File: src/rtl/tap_pkg.sv
package tap_pkg;
  typedef enum logic [3:0] {
    ST_TLR, ST_IDLE,
    ST_SEL_DR, ST_CAP_DR, ST_SH_DR, ST_EX1_DR, ST_PAU_DR, ST_EX2_DR, ST_UPD_DR,
    ST_SEL_IR, ST_CAP_IR, ST_SH_IR, ST_EX1_IR, ST_PAU_IR, ST_EX2_IR, ST_UPD_IR
  } tap_state_e;

  localparam int IR_W = 3;
  localparam logic [IR_W-1:0] INS_EXTEST = 3'b000;
  localparam logic [IR_W-1:0] INS_IDCODE = 3'b001;
  localparam logic [IR_W-1:0] INS_SAMPLE = 3'b100;
  localparam logic [IR_W-1:0] INS_BYPASS = 3'b111;
  localparam logic [IR_W-1:0] IR_CAPTURE = 3'b001;

  typedef enum logic [1:0] {SEL_BYP, SEL_ID, SEL_BSR} dr_sel_e;

  function automatic dr_sel_e decode_ir(input logic [IR_W-1:0] ir);
    case (ir)
      INS_IDCODE:             return SEL_ID;
      INS_EXTEST, INS_SAMPLE: return SEL_BSR;
      default:                return SEL_BYP;
    endcase
  endfunction

  function automatic tap_state_e next_state(input tap_state_e s, input logic tms);
    case (s)
      ST_TLR:    return tms ? ST_TLR    : ST_IDLE;
      ST_IDLE:   return tms ? ST_SEL_DR : ST_IDLE;
      ST_SEL_DR: return tms ? ST_SEL_IR : ST_CAP_DR;
      ST_CAP_DR: return tms ? ST_EX1_DR : ST_SH_DR;
      ST_SH_DR:  return tms ? ST_EX1_DR : ST_SH_DR;
      ST_EX1_DR: return tms ? ST_UPD_DR : ST_PAU_DR;
      ST_PAU_DR: return tms ? ST_EX2_DR : ST_PAU_DR;
      ST_EX2_DR: return tms ? ST_UPD_DR : ST_SH_DR;
      ST_UPD_DR: return tms ? ST_SEL_DR : ST_IDLE;
      ST_SEL_IR: return tms ? ST_TLR    : ST_CAP_IR;
      ST_CAP_IR: return tms ? ST_EX1_IR : ST_SH_IR;
      ST_SH_IR:  return tms ? ST_EX1_IR : ST_SH_IR;
      ST_EX1_IR: return tms ? ST_UPD_IR : ST_PAU_IR;
      ST_PAU_IR: return tms ? ST_EX2_IR : ST_PAU_IR;
      ST_EX2_IR: return tms ? ST_UPD_IR : ST_SH_IR;
      ST_UPD_IR: return tms ? ST_SEL_DR : ST_IDLE;
      default:   return ST_TLR;
    endcase
  endfunction
endpackage

File: src/rtl/tap_fsm.sv
module tap_fsm
  import tap_pkg::*;
(
  input  logic       tck_i,
  input  logic       rst_ni,
  input  logic       tms_i,
  output tap_state_e state_o
);
  tap_state_e state_q;

  always_ff @(posedge tck_i or negedge rst_ni) begin
    if (!rst_ni) state_q <= ST_TLR;
    else         state_q <= next_state(state_q, tms_i);
  end

  assign state_o = state_q;

  assert_tms_reset_R2: assert property (@(posedge tck_i) disable iff (!rst_ni)
    ($past(tms_i, 1) && $past(tms_i, 2) && $past(tms_i, 3) && $past(tms_i, 4) && $past(tms_i, 5))
      |-> state_q == ST_TLR);

  assert_tlr_hold_R2: assert property (@(posedge tck_i) disable iff (!rst_ni)
    (state_q == ST_TLR && tms_i) |=> state_q == ST_TLR);
endmodule

File: src/rtl/tap_ir.sv
module tap_ir
  import tap_pkg::*;
(
  input  logic            tck_i,
  input  logic            rst_ni,
  input  tap_state_e      state_i,
  input  logic            tdi_i,
  output logic [IR_W-1:0] ir_o,
  output logic            ir_tdo_o
);
  logic [IR_W-1:0] sr_q, ir_q;

  always_ff @(posedge tck_i or negedge rst_ni) begin
    if (!rst_ni) sr_q <= IR_CAPTURE;
    else if (state_i == ST_CAP_IR) sr_q <= IR_CAPTURE;
    else if (state_i == ST_SH_IR)  sr_q <= {tdi_i, sr_q[IR_W-1:1]};
  end

  always_ff @(posedge tck_i or negedge rst_ni) begin
    if (!rst_ni) ir_q <= INS_IDCODE;
    else if (state_i == ST_TLR)    ir_q <= INS_IDCODE;
    else if (state_i == ST_UPD_IR) ir_q <= sr_q;
  end

  assign ir_o     = ir_q;
  assign ir_tdo_o = sr_q[0];

  assert_tlr_idcode_R1: assert property (@(posedge tck_i) disable iff (!rst_ni)
    state_i == ST_TLR |=> ir_q == INS_IDCODE);

  assert_ir_capture_R3: assert property (@(posedge tck_i) disable iff (!rst_ni)
    state_i == ST_CAP_IR |=> sr_q[1:0] == 2'b01);

  assert_ir_stable_R3: assert property (@(posedge tck_i) disable iff (!rst_ni)
    !(state_i == ST_UPD_IR || state_i == ST_TLR) |=> $stable(ir_q));
endmodule

File: src/rtl/tap_dr.sv
module tap_dr
  import tap_pkg::*;
#(
  parameter int          BSR_LEN = 109,
  parameter int          NPIN    = 4,
  parameter logic [31:0] ID_WORD = 32'h0000_0001
) (
  input  logic            tck_i,
  input  logic            rst_ni,
  input  tap_state_e      state_i,
  input  logic [IR_W-1:0] ir_i,
  input  logic            tdi_i,
  input  logic [NPIN-1:0] pins_i,
  input  logic [NPIN-1:0] core_i,
  output logic [NPIN-1:0] upd_o,
  output logic            dr_tdo_o
);
  localparam int CORE_LO = NPIN;

  dr_sel_e              sel;
  logic                 byp_q;
  logic [31:0]          id_q;
  logic [BSR_LEN-1:0]   bsr_q, bsr_cap;
  logic [NPIN-1:0]      upd_q;

  assign sel = decode_ir(ir_i);

  for (genvar k = 0; k < BSR_LEN; k++) begin : g_cell
    if (k < NPIN) begin : g_pin
      assign bsr_cap[k] = pins_i[k];
    end else if (k < 2*NPIN) begin : g_core
      assign bsr_cap[k] = core_i[k-CORE_LO];
    end else begin : g_pad
      assign bsr_cap[k] = 1'b0;
    end
  end

  always_ff @(posedge tck_i or negedge rst_ni) begin
    if (!rst_ni) begin
      byp_q <= 1'b0;
      id_q  <= ID_WORD;
      bsr_q <= '0;
    end else if (state_i == ST_CAP_DR) begin
      byp_q <= 1'b0;
      if (sel == SEL_ID)  id_q  <= ID_WORD;
      if (sel == SEL_BSR) bsr_q <= bsr_cap;
    end else if (state_i == ST_SH_DR) begin
      case (sel)
        SEL_ID:  id_q  <= {tdi_i, id_q[31:1]};
        SEL_BSR: bsr_q <= {tdi_i, bsr_q[BSR_LEN-1:1]};
        default: byp_q <= tdi_i;
      endcase
    end
  end

  always_ff @(posedge tck_i or negedge rst_ni) begin
    if (!rst_ni) upd_q <= '0;
    else if (state_i == ST_UPD_DR && sel == SEL_BSR) upd_q <= bsr_q[CORE_LO +: NPIN];
  end

  always_comb begin
    case (sel)
      SEL_ID:  dr_tdo_o = id_q[0];
      SEL_BSR: dr_tdo_o = bsr_q[0];
      default: dr_tdo_o = byp_q;
    endcase
  end

  assign upd_o = upd_q;

  assert_byp_capture_R5: assert property (@(posedge tck_i) disable iff (!rst_ni)
    (state_i == ST_CAP_DR) |=> byp_q == 1'b0);

  assert_id_capture_R4: assert property (@(posedge tck_i) disable iff (!rst_ni)
    (state_i == ST_CAP_DR && sel == SEL_ID) |=> (id_q[0] == 1'b1 && id_q == ID_WORD));

  assert_upd_hold_R8: assert property (@(posedge tck_i) disable iff (!rst_ni)
    (state_i != ST_UPD_DR) |=> $stable(upd_q));
endmodule

File: src/rtl/tap_top.sv
module tap_top
  import tap_pkg::*;
#(
  parameter int          BSR_LEN = 109,
  parameter int          NPIN    = 4,
  parameter logic [2:0]  ID_REV  = 3'h0,
  parameter logic [16:0] ID_DEV  = 17'h1_2A5C,
  parameter logic [10:0] ID_VEND = 11'h2B4
) (
  input  logic            tck_i,
  input  logic            rst_ni,
  input  logic            tms_i,
  input  logic            tdi_i,
  output logic            tdo_o,
  output logic            tdo_en_o,
  input  logic [NPIN-1:0] pins_i,
  input  logic [NPIN-1:0] core_i,
  output logic [NPIN-1:0] pins_o
);
  localparam logic [31:0] ID_WORD = {ID_REV, ID_DEV, ID_VEND, 1'b1};

  tap_state_e      state;
  logic [IR_W-1:0] ir;
  logic            ir_tdo, dr_tdo;
  logic [NPIN-1:0] upd;
  logic            tdo_q, tdo_en_q;

  tap_fsm u_fsm (.tck_i, .rst_ni, .tms_i, .state_o(state));

  tap_ir u_ir (.tck_i, .rst_ni, .state_i(state), .tdi_i, .ir_o(ir), .ir_tdo_o(ir_tdo));

  tap_dr #(.BSR_LEN(BSR_LEN), .NPIN(NPIN), .ID_WORD(ID_WORD)) u_dr (
    .tck_i, .rst_ni, .state_i(state), .ir_i(ir), .tdi_i,
    .pins_i, .core_i, .upd_o(upd), .dr_tdo_o(dr_tdo)
  );

  always_ff @(negedge tck_i or negedge rst_ni) begin
    if (!rst_ni) begin
      tdo_q    <= 1'b0;
      tdo_en_q <= 1'b0;
    end else begin
      tdo_en_q <= (state == ST_SH_IR) || (state == ST_SH_DR);
      if (state == ST_SH_IR)      tdo_q <= ir_tdo;
      else if (state == ST_SH_DR) tdo_q <= dr_tdo;
    end
  end

  assign tdo_o    = tdo_q;
  assign tdo_en_o = tdo_en_q;
  assign pins_o   = (ir == INS_EXTEST) ? upd : core_i;

  assert_tdo_en_shift_R9: assert property (@(posedge tck_i) disable iff (!rst_ni)
    tdo_en_o |-> (state == ST_SH_IR || state == ST_SH_DR));

  assert_tdo_stable_R9: assert property (@(posedge tck_i) disable iff (!rst_ni)
    !tdo_en_o |=> $stable(tdo_o) || tdo_en_o);
endmodule

File: config.mk
export PLATFORM = sky130hd
export DESIGN_NAME = tap_top
export DESIGN_NICKNAME = d
export VERILOG_FILES = /design/src/rtl/tap_pkg.sv /design/src/rtl/tap_fsm.sv /design/src/rtl/tap_ir.sv /design/src/rtl/tap_dr.sv /design/src/rtl/tap_top.sv
export SDC_FILE = /design/constraint.sdc
export NUM_CORES = 1
export LEC_CHECK = 0
export BUFFER_PORTS_ARGS = -buffer_cell sky130_fd_sc_hd__buf_4
export CAP_MARGIN = 20
export CORE_UTILIZATION = 28
export DETAILED_ROUTE_END_ITERATION = 8
export PLACE_DENSITY = 0.49
export SLEW_MARGIN = 20
export SYNTH_ARGS = -nofsm -noshare
export SYNTH_HDL_FRONTEND = slang
export SYNTH_SLANG_ARGS = --single-unit
File: constraint.sdc
create_clock -name tck_i -period 5.8 [get_ports tck_i]
set_input_delay 0.29 -clock tck_i [delete_from_list [all_inputs] [get_ports tck_i]]
set_output_delay 0.29 -clock tck_i [all_outputs]
set_load 0.01 [all_outputs]
# [Yosys cells after proc, flatten, opt, wreduce, memory -nomap -nowiden]
# Index checks and enable logic that the tools add are counted.
[op_classes] eq_ne=20 n_mux=33 reduce_logical=16
[ops] op="two-way mux 109 bit" count=4
[ops] op="two-way mux 32 bit" count=4
[ops] op="case mux 4 bit (12 select lines)" count=1
[ops] op="equality test 4 bit (second input constant)" count=8
[ops] op="two-way mux 4 bit" count=5
[ops] op="two-way mux 3 bit" count=6
[ops] op="equality test 4 x 3 -> 1 bit (second input constant)" count=4
[ops] op="equality test 4 x 2 -> 1 bit (second input constant)" count=2
[ops] op="two-way mux 1 bit" count=8
[ops] op="nonzero test 2 bit" count=4
[ops] op="OR reduction 2 bit" count=4
[ops] op="two-way mux 2 bit" count=3
[ops] op="AND reduction 2 bit" count=3
[ops] op="equality test 4 x 1 -> 1 bit (second input constant)" count=1
[ops] op="logical NOT 4 bit" count=1
[ops] op="case mux 2 bit (2 select lines)" count=1
[ops] op="equality test 3 x 1 -> 1 bit (second input constant)" count=1
[ops] op="equality test 3 bit (second input constant)" count=1
[ops] op="logical NOT 3 bit" count=1
[ops] op="OR reduction 3 bit" count=1
[ops] op="equality test 2 x 1 -> 1 bit (second input constant)" count=1
[ops] op="equality test 2 bit (second input constant)" count=1
[ops] op="inequality test 2 x 1 -> 1 bit (second input constant)" count=1
[ops] op="case mux 1 bit (2 select lines)" count=1
[ops] op="other kinds (2)" count=2
[totals] reg_bits=158 in_bits=12 out_inout_bits=6

# [Longest topological paths before layout]
# Gate-level depths: netlist of run 1.
[depth] depth_word=8 ltp_mapped=10

# [Cells and area by module]
# A second synthesis of run 1 with hierarchy kept.
[hier_totals] hier_cells=627 hier_area_um2=7171.9
[modules_own_cells] module="tap_dr" n_inst=1 cells_per_inst=549 area_per_inst_um2=6433.7
[modules_own_cells] module="tap_fsm" n_inst=1 cells_per_inst=37 area_per_inst_um2=314.1
[modules_own_cells] module="tap_ir" n_inst=1 cells_per_inst=29 area_per_inst_um2=281.5
[modules_own_cells] module="tap_top" n_inst=1 cells_per_inst=12 area_per_inst_um2=142.6

==> run_results.csv, run 1 <==
group,metric,value,unit
cts,cts_buffers,17,
routing,wl_per_cell,11.22,um
sta,worst_pin_slew,891.9,ps
setup_path,start_kind,"flip-flop",
finish,final_nets,728,
cts,clockRootBuffer,"clkbuf_16",
placed_design,port_buffers,17,
setup_path,reg2regPathDepth,5,
finish,diodes,0,
finish,nFillCells,2380,
logic_synthesis,synth_compound_area_share,13.50,%
routing,dr.pass1.iters,4,
logic_synthesis,synth_flop_cell,"dfrtp_1",
finish,final_util,33.16,%
sta,skew,23.35,ps
setup_path,end_kind,"flip-flop",
sta,final-hold-violation-count,0,
setup_path,cp_num_cells,5,
power,peakVddDrop,0.1795,mV
routing,drc,0,
finish,drive_above_1_share,11.02,%
floorplanning,rows,55,
logic_synthesis,synth_warnings,0,
setup_path,cp_max_fo,4,
sta,rsz0062_at_grt,"false",
power,p_leak,3.198,nW
cts,cts_tree,"built",
placed_design,routabilityCongestion,0.7520,
sta,slew_headroom,40.54,%
logic_synthesis,synth_seq_cells,158,
power,power_density,417.8,nW/um^2
sta,tns,0,ps
logic_synthesis,synthCells,724,
floorplanning,initial_core_util,28.91,%
logic_synthesis,synth-async-reset-ratio,100.0,%
routing,drtIter0Drc,354,
placed_design,hpwl,6.297,mm
worst_hold_path,hold_path_class,"in -> reg",
routing,via_per_inst,4.355,
routing,postRouteAntennaNets,0,
logic_synthesis,synthXorXnorAreaFrac,0.1322,%
floorplanning,fp.dieArea,24280,sq um
logic_synthesis,yosysTopAreaCell,"dfrtp_1",
global_routing,track_usage,10.82,%
setup_path,path_cells,"inv_1, or3_1, ha_1, a221oi_1, o221ai_1",
floorplanning,die_y,155.8,um
cts,clkTransAtPathRegs,60,ps
sta,final-setup-viol-count,0,
finish,multiInputGateArea,2367,sq um
global_routing,grt_pass1_wl,21.11,mm
logic_synthesis,synthSimpleGateAreaFrac,18.70,%
logic_synthesis,synth_most_common_cell,"nand2_1",
setup_path,cp_data_arrival_time,2130,ps
setup_path,slowest_stage,"dfstp_2",
logic_synthesis,ys_seq_area_share,59.98,%
logic_synthesis,syn_area,6625,sq um
logic_synthesis,synthTopCellsByArea,"dfrtp_1, nand2_1, o21ai_0",
finish,area_growth,14.69,%
floorplanning,die_w,155.8,um
cts,post-cts-setup-buffer-count,0,
setup_path,critPathLaunch,"u_ir.ir_o[0]$_DFFE_PN1P_",
logic_synthesis,muxShareOfSynthArea,2.720,%
logic_synthesis,synth_edf_count,0,
cts,clk_latency,420,ps
setup_path,timing.critical_path.buf_inv,1,
run_status,outcome,"finished clean",
setup_path,rrSetupSlack,990,ps
run,drv_cap,0,
finish,seq_area,3974,sq um
logic_synthesis,synth_top_family_by_area,"simple AND/OR/NAND/NOR gates",
logic_synthesis,syn-num-nets,738,
global_routing,overflow,0,
logic_synthesis,synth_commonest_cells,"nand2_1, dfrtp_1, o21ai_0, clkbuf_1, nor2_1",
global_routing,grt_pass1_vias,4370,
cts,htreeDepth,4,
floorplanning,io_pins,18,
cts,clk_path_buf_depth,2,
floorplanning,core,22920,sq um
setup_path,r2r_start,"u_ir.ir_o[0]$_DFFE_PN1P_",
setup_path,cp_top_family,"flip-flops",
setup_path,cpPeakStageDelay,540,ps
sta,slew_violations,0,
routing,num_vias,4525,
cts,cts_sinks,158,
setup_path,required,3120,ps
setup_path,critPathKind,"reg -> reg",
global_routing,grt_antenna_before_repair,0,
setup_path,timing.rr.end,"tdo_o$_DFFE_NN0P_",
routing,wirelength,11.66,mm
logic_synthesis,synth_top_area_share,52.88,%
logic_synthesis,yosys.cell_types.count,36,
global_routing,grt_max_degree,211,
logic_synthesis,avgSynthCellArea,9.151,sq um
logic_synthesis,synth_adder_area_share,0.3777,%
setup_path,crit_end,"tdo_o$_DFFE_NN0P_",
==> final cells by class <==
class	count	share of cell area, %
tap	313	5.154
timing repair buffer	26	2.816
clock inverter	6	1.713
sequential	158	52.30
multi-input combinational	504	31.15
inverter	7	0.3458
clock buffer	25	6.521
==> tightest hold or removal path, delay by kind of cell <==
kind / cells / cell delay, ps
buffers and inverters: 1 / 80
AO/OA/AOI/OAI: 1 / 130
multiplexers: 1 / 50
==> per-stage QoR <==
stage | setup WS (ps) | cell area [sq um] | cells | power, W | hold slack, ps
floorplan | 1125 | 6625 | 724 | 0.001860 | -5.591
global placement | 1034 | 6963 | 1007 | 0.002016 | 149.8
detailed placement | 1033 | 6963 | 1007 | 0.002021 | 150.3
CTS | 989.8 | 7599 | 1039 | 0.003230 | 144.8
global route | 837.5 | 7599 | 1039 | 0.003397 | 160.8
finish | 993.1 | 7599 | 1039 | 0.003175 | 163.1
==> placed cells by master, fill, tap and decap left out, drive strengths merged, types with 2 or more instances in the layout <==
cell type and instances:
nand2 272, o21ai 149, dfrtp 140, buf 25, clkbuf 25, nor2 22
dfstp 16, a21oi 11, mux2i 9, mux2 8, inv 7, nand3 4
bufinv 4, nand2b 3, o22ai 3, or3 3, nor2b 2, nor3 2
o221ai 2, nand4 2, ha 2, clkinv 2, dfrtn 2
==> registers in the layout (all words and copies together) (netlist names) <==
signal         flops
u_dr.bsr_q       109
u_fsm.state_o      4
u_dr.id_q         32
u_dr.upd_o         4
u_dr.byp_q         1
u_ir.ir_o          3
tdo_en_o           1
u_ir.sr_q          3
tdo_o              1
==> worst min-delay path by stage <==
stage	cells after the start	slack (ps)	to	from
6_report	3	160	u_dr.bsr_q[3]$_DFFE_PN0P_	pins_i[3]
5_1_grt	3	160	u_dr.byp_q$_DFFE_PN0P_	tdi_i
4_1_cts	3	140	u_dr.bsr_q[3]$_DFFE_PN0P_	pins_i[3]
3_5_place_dp	1	150	u_fsm.state_o[2]$_DFF_PN0_	rst_ni
3_3_place_gp	1	150	u_fsm.state_o[2]$_DFF_PN0_	rst_ni
2_1_floorplan	0	-6	u_dr.bsr_q[0]$_DFFE_PN0P_	rst_ni
==> where the power goes <==
group / total [W] / internal, W / switching, W
logic: 0.000609 / 0.000217 / 0.000392
clock network: 0.00119 / 0.000764 / 0.000423
registers: 0.00138 / 0.00128 / 0.000104
==> routing by layer <==
metal	vias up	global-route usage [%]	share of wire, %
li1	2339	-	-
met5	-	0	0
met3	12	2.861	2.4
met1	2141	14.35	53
met2	33	16.62	44
met4	0	4.575	1.3
==> timing repair <==
item	4_1_cts	5_1_grt
gates resized for setup	0	0
hold buffers	1	0
hold endpoints to repair	18	0
==> cells by family (layout without fill, tap and decap cells) <==
kind of cell | count (synthesis) | in the layout
AND/OR/NAND/NOR | 313 | 313
XOR/XNOR | 1 | 1
multiplexers | 17 | 17
buffers and inverters | 62 | 64
adder cells (fa/ha/maj) | 2 | 2
flip-flops | 158 | 158
AO/OA/AOI/OAI | 171 | 171
No activity file was read; power rests on OpenSTA's default activity.
==> inputs of run 2 (changes only) <==
- clock period: 5.8 -> 4.8 ns (I/O delays scaled with it)
==> run_results.csv, run 2 (synthesized netlist as in run 1, its figures left out) <==
group,metric,value,unit
run_status,outcome,"finished clean",
setup_path,cp_max_fo,4,
floorplanning,core,22920,sq um
setup_path,timing.rr.end,"tdo_o$_DFFE_NN0P_",
floorplanning,fp.dieArea,24280,sq um
finish,regMostFlops,"u_dr.bsr_q",
sta,final-setup-viol-count,0,
cts,clk_latency,420,ps
floorplanning,die_y,155.8,um
placed_design,dp_cells,1009,
global_routing,grt_max_degree,144,
global_routing,grt_pass1_wl,20.93,mm
cts,clkTransAtPathRegs,60,ps
setup_path,cp_data_arrival_time,2130,ps
setup_path,r2r_start,"u_ir.ir_o[0]$_DFFE_PN1P_",
sta,worst_pin_slew,841.7,ps
cts,post-cts-setup-buffer-count,0,
finish,final_common_cell,"nand2_1",
finish,fin_cells,1042,
setup_path,end_kind,"flip-flop",
routing,postRouteAntennaNets,0,
cts,cts_buffers,17,
floorplanning,die_w,155.8,um
power,power_density,494.6,nW/um^2
setup_path,start_kind,"flip-flop",
finish,multiInputGateArea,2367,sq um
cts,clk_path_buf_depth,2,
global_routing,track_usage,10.74,%
routing,num_vias,4546,
setup_path,critPathLaunch,"u_ir.ir_o[0]$_DFFE_PN1P_",
finish,drive_above_1_share,11.93,%
routing,via_per_inst,4.363,
finish,nFillCells,2389,
sta,rsz0062_at_grt,"false",
floorplanning,io_pins,18,
finish,diodes,0,
power,peakVddDrop,0.2164,mV
cts,postCtsResizedCells,0,
cts,cts_tree,"built",
run,drv_cap,0,
floorplanning,initial_core_util,28.91,%
routing,dr.pass1.iters,4,
finish,stdcell_area,7575,sq um
sta,final-hold-violation-count,0,
sta,tns,0,ps
sta,slew_violations,0,
sta,slew_headroom,43.68,%
cts,ctsHoldBuffers,1,
power,p_total,0.003746,W
worst_hold_path,hold_path_class,"in -> reg",
routing,drc,0,
finish,seq_area,3974,sq um
floorplanning,rows,55,
finish,largest_reg_flops,109,
global_routing,grt_pass1_vias,4429,
cts,cts_sinks,158,
finish,final_cell_mix,"nand2_1, dfrtp_1, o21ai_0",
finish,area_growth,14.33,%
cts,clockRootBuffer,"clkbuf_16",
placed_design,placed_cell_area,6978,sq um
global_routing,grt_antenna_before_repair,0,
placed_design,hpwl,6.671,mm
setup_path,rrSetupSlack,490,ps
setup_path,reg2regPathDepth,5,
power,p_leak,3.176,nW
placed_design,port_buffers,17,
worst_hold_path,whs_path_depth,3,
sta,skew,24.70,ps
finish,final_nets,730,
worst_hold_path,min_from,"tdi_i",
finish,reg_top3,"u_dr.bsr_q (109), u_dr.id_q (32)",
routing,wl_per_cell,11.27,um
setup_path,required,2620,ps
worst_hold_path,min_delay_worst_endpoint,"u_ir.sr_q[2]$_DFFE_PN0N_",
global_routing,overflow,0,
placed_design,routabilityCongestion,0.7821,
routing,drtIter0Drc,338,
setup_path,critPathKind,"reg -> reg",
cts,htreeDepth,4,
routing,wirelength,11.74,mm
run 2: per-stage QoR:
step	setup slack [ps]	util (%)	hold slack, ps
finish	487.1	33.05	117.9
detailed placement	521.9	30.45	195.5
CTS	475.2	33.05	93.90
global route	378.7	33.05	115.8
global placement	535.4	30.45	196.7
floorplan	624.7	-	-55.59
run 2: report_power, final:
group	switching [W]	total, W	internal (W)
sequential	0.000115	0.00166	0.00154
clock	0.000566	0.00134	0.000772
combinational	0.000485	0.000752	0.000267
total	0.00117	0.00375	0.00258
run 2: area by class of cell:
class	count	share of cell area, %
tap	313	5.170
multi-input combinational	504	31.25
sequential	158	52.46
clock buffer	17	5.616
clock inverter	15	2.131
timing repair buffer	28	3.023
inverter	7	0.3469
run 2: worst max path at each step:
stage                             end  cells after the start
floorplan           tdo_o$_DFFE_NN0P_                      5
global placement    tdo_o$_DFFE_NN0P_                      5
detailed placement  tdo_o$_DFFE_NN0P_                      5
CTS                 tdo_o$_DFFE_NN0P_                      5
global route        tdo_o$_DFFE_NN0P_                      5
finish              tdo_o$_DFFE_NN0P_                      5
run 2: critical path, cell delays in order (launching register included):
cell and delay [ps]:
dfstp_2 540, inv_1 50, or3_1 390, ha_1 330, a221oi_1 240, o221ai_1 160
run 2: layer usage:
metal | vias up | part of all wire, % | global-route usage (%) | wire, um
li1 | 2350 | - | - | -
met5 | - | 0 | 0 | 0
met1 | 2141 | 52 | 13.97 | 6131
met2 | 40 | 44 | 16.79 | 5156
met3 | 15 | 2.6 | 3.000 | 300
met4 | 0 | 1.3 | 4.342 | 151
==> inputs of run 3 (changes only) <==
- ABC_AREA: default -> 1
==> run_results.csv, run 3 <==
group,metric,value,unit
run_status,outcome,"finished clean",
floorplanning,die_w,158.0,um
power,p_total,0.003803,W
sta,slew_violations,0,
logic_synthesis,yosys.cell_types.count,28,
finish,regMostFlops,"u_dr.bsr_q",
setup_path,cp_top_family,"flip-flops",
logic_synthesis,avgSynthCellArea,8.846,sq um
sta,skew,27.95,ps
floorplanning,io_pins,18,
sta,rsz0062_at_grt,"false",
sta,worst_pin_slew,907.8,ps
placed_design,dp_cells,1064,
setup_path,r2r_start,"u_ir.ir_o[0]$_DFFE_PN1P_",
floorplanning,fp.dieArea,24950,sq um
logic_synthesis,synth_seq_cells,158,
logic_synthesis,synth_compound_area_share,13.68,%
sta,final-setup-viol-count,0,
cts,cts_buffers,17,
setup_path,slowest_stage,"dfstp_2",
cts,cts_sinks,158,
finish,diodes,0,
floorplanning,die_y,158.0,um
routing,num_vias,4670,
global_routing,grt_pass1_wl,21.48,mm
setup_path,cp_data_arrival_time,1910,ps
logic_synthesis,synthCells,770,
setup_path,required,2640,ps
finish,multiInputGateArea,2432,sq um
finish,final_util,32.65,%
setup_path,crit_end,"tdo_o$_DFFE_NN0P_",
finish,largest_reg_flops,109,
power,p_clk_share,37.7,%
finish,final_cell_mix,"nand2_1, dfrtp_1, o21ai_1",
logic_synthesis,synth_edf_count,0,
finish,nFillCells,2524,
routing,drtIter0Drc,310,
logic_synthesis,synth-async-reset-ratio,100.0,%
sta,tns,0,ps
logic_synthesis,synthTopCellsByArea,"dfrtp_1, nand2_1, o21ai_1",
logic_synthesis,synth_commonest_cells,"nand2_1, dfrtp_1, o21ai_1, nor2_1, o21ai_2",
setup_path,rrSetupSlack,720,ps
logic_synthesis,synthSimpleGateAreaFrac,21.45,%
logic_synthesis,syn_area,6812,sq um
logic_synthesis,ys_seq_area_share,58.34,%
power,p_seq_share,43.6,%
placed_design,hpwl,6.796,mm
global_routing,overflow,0,
worst_hold_path,hold_path_class,"in -> reg",
routing,via_per_inst,4.257,
global_routing,track_usage,10.90,%
sta,final-hold-violation-count,0,
sta,slew_headroom,39.48,%
global_routing,grt_pass1_vias,4469,
finish,area_growth,13.52,%
finish,reg_top3,"u_dr.bsr_q (109), u_dr.id_q (32)",
setup_path,path_cells,"inv_1, nor3_1, inv_1, ha_1, a21oi_1, nand2_1, nand3_1, nand3_1",
setup_path,end_kind,"flip-flop",
logic_synthesis,muxShareOfSynthArea,0,%
floorplanning,initial_core_util,28.76,%
logic_synthesis,syn-num-nets,784,
logic_synthesis,synthXorXnorAreaFrac,0,%
finish,fin_cells,1097,
cts,htreeDepth,4,
power,p_leak,3.344,nW
power,combPwrFrac,18.7,%
logic_synthesis,synth_flop_cell,"dfrtp_1",
logic_synthesis,synth_most_common_cell,"nand2_1",
setup_path,timing.rr.end,"tdo_o$_DFFE_NN0P_",
power,power_density,491.8,nW/um^2
finish,final_nets,780,
finish,drive_above_1_share,14.01,%
routing,wl_per_cell,11.10,um
setup_path,start_kind,"flip-flop",
global_routing,grt_antenna_before_repair,0,
power,p_switching,0.001128,W
logic_synthesis,yosysTopAreaCell,"dfrtp_1",
setup_path,cpPeakStageDelay,530,ps
cts,postCtsResizedCells,0,
cts,post-cts-setup-buffer-count,0,
routing,wirelength,12.17,mm
cts,clkTransAtPathRegs,60,ps
placed_design,routabilityCongestion,0.8104,
routing,postRouteAntennaNets,0,
floorplanning,core,23680,sq um
logic_synthesis,synth_top_area_share,51.43,%
run,drv_cap,0,
finish,final_common_cell,"nand2_1",
power,swShare,29.66,%
logic_synthesis,synth_top_family_by_area,"simple AND/OR/NAND/NOR gates",
cts,cts_tree,"built",
floorplanning,rows,56,
placed_design,port_buffers,17,
cts,clk_path_buf_depth,2,
global_routing,grt_max_degree,182,
setup_path,reg2regPathDepth,8,
power,peakVddDrop,0.2336,mV
finish,seq_area,3974,sq um
cts,clk_latency,420,ps
routing,drc,0,
setup_path,timing.critical_path.buf_inv,2,
logic_synthesis,synth_adder_area_share,0.3674,%
setup_path,critPathKind,"reg -> reg",
routing,dr.pass1.iters,4,
setup_path,cp_max_fo,4,
power,intPower,0.002675,W
setup_path,critPathLaunch,"u_ir.ir_o[0]$_DFFE_PN1P_",
setup_path,cp_num_cells,8,
sta,timing.hold.ws,62.98,ps
logic_synthesis,synth_warnings,0,
cts,clockRootBuffer,"clkbuf_16",
-- run 3: cell count changes after synthesis, moves of 9 or more --
cell / before / now
nor2_1: 22 / 31
o21ai_2: 2 / 30
mux2i_1: 9 / 0
clkbuf_1: 27 / 8
o21ai_0: 127 / 14
o21ai_1: 20 / 107
inv_1: 7 / 24
nand2_1: 272 / 321
-- run 3: worst min-delay path by stage --
stage                     startpoint                   endpoint  cells past startpoint
after global routing           tdi_i   u_ir.sr_q[2]$_DFFE_PN0N_                      3
after floorplan               rst_ni  u_dr.bsr_q[0]$_DFFE_PN0P_                      0
after global placement        rst_ni  u_dr.id_q[11]$_DFFE_PN0P_                      1
after detailed placement      rst_ni  u_dr.id_q[11]$_DFFE_PN0P_                      1
after CTS                      tdi_i   u_ir.sr_q[2]$_DFFE_PN0N_                      3
final                          tdi_i   u_ir.sr_q[2]$_DFFE_PN0N_                      3
-- run 3: power groups by stage --
stage | clock (W) | combinational (W) | sequential (W)
detailed placement | 0 | 0.000723 | 0.00168
CTS | 0.00147 | 0.000726 | 0.00166
global placement | 0 | 0.000725 | 0.00168
finish | 0.00143 | 0.000712 | 0.00166
global route | 0.00153 | 0.000830 | 0.00168
floorplan | 0 | 0.000575 | 0.00166
-- run 3: area by class of cell --
cell class	instances	share of cell area, %
sequential	158	51.39
clock buffer	21	5.955
multi-input combinational	538	31.46
inverter	28	1.359
tap	319	5.162
timing repair buffer	23	2.573
clock inverter	10	2.104
-- run 3: through the flow --
step                      cell area, sq um  worst slack (ps)
after global placement                7067             753.6
after global routing                  7732             626.3
after detailed placement              7067             734.4
after CTS                             7700             700.1
final                                 7732             725.0
after floorplan                       6812             872.9
-- run 3: metal layers --
layer  GRT usage, %  up-vias  wire [um]
li1               -     2460          -
met1          14.55     2154       6431
met3          3.531       18        379
met5              0        -          0
met2          16.30       38       5175
met4          4.258        0        185
-- run 3: worst min-delay path, stage by stage --
cell and delay, ps:
buf_4 90, nand2_1 50, o21ai_0 60
-- run 3: cells by family after synthesis --
kind of cell / Yosys count
AO/OA/AOI/OAI: 162
adder cells (fa/ha/maj): 2
buffers and inverters: 74
flip-flops: 158
AND/OR/NAND/NOR: 374
-- run 3: repair_timing --
action / 4_1_cts / 5_1_grt
hold buffers: 1 / 0
setup endpoints to repair: 0 / 0
hold endpoints to repair: 33 / 0
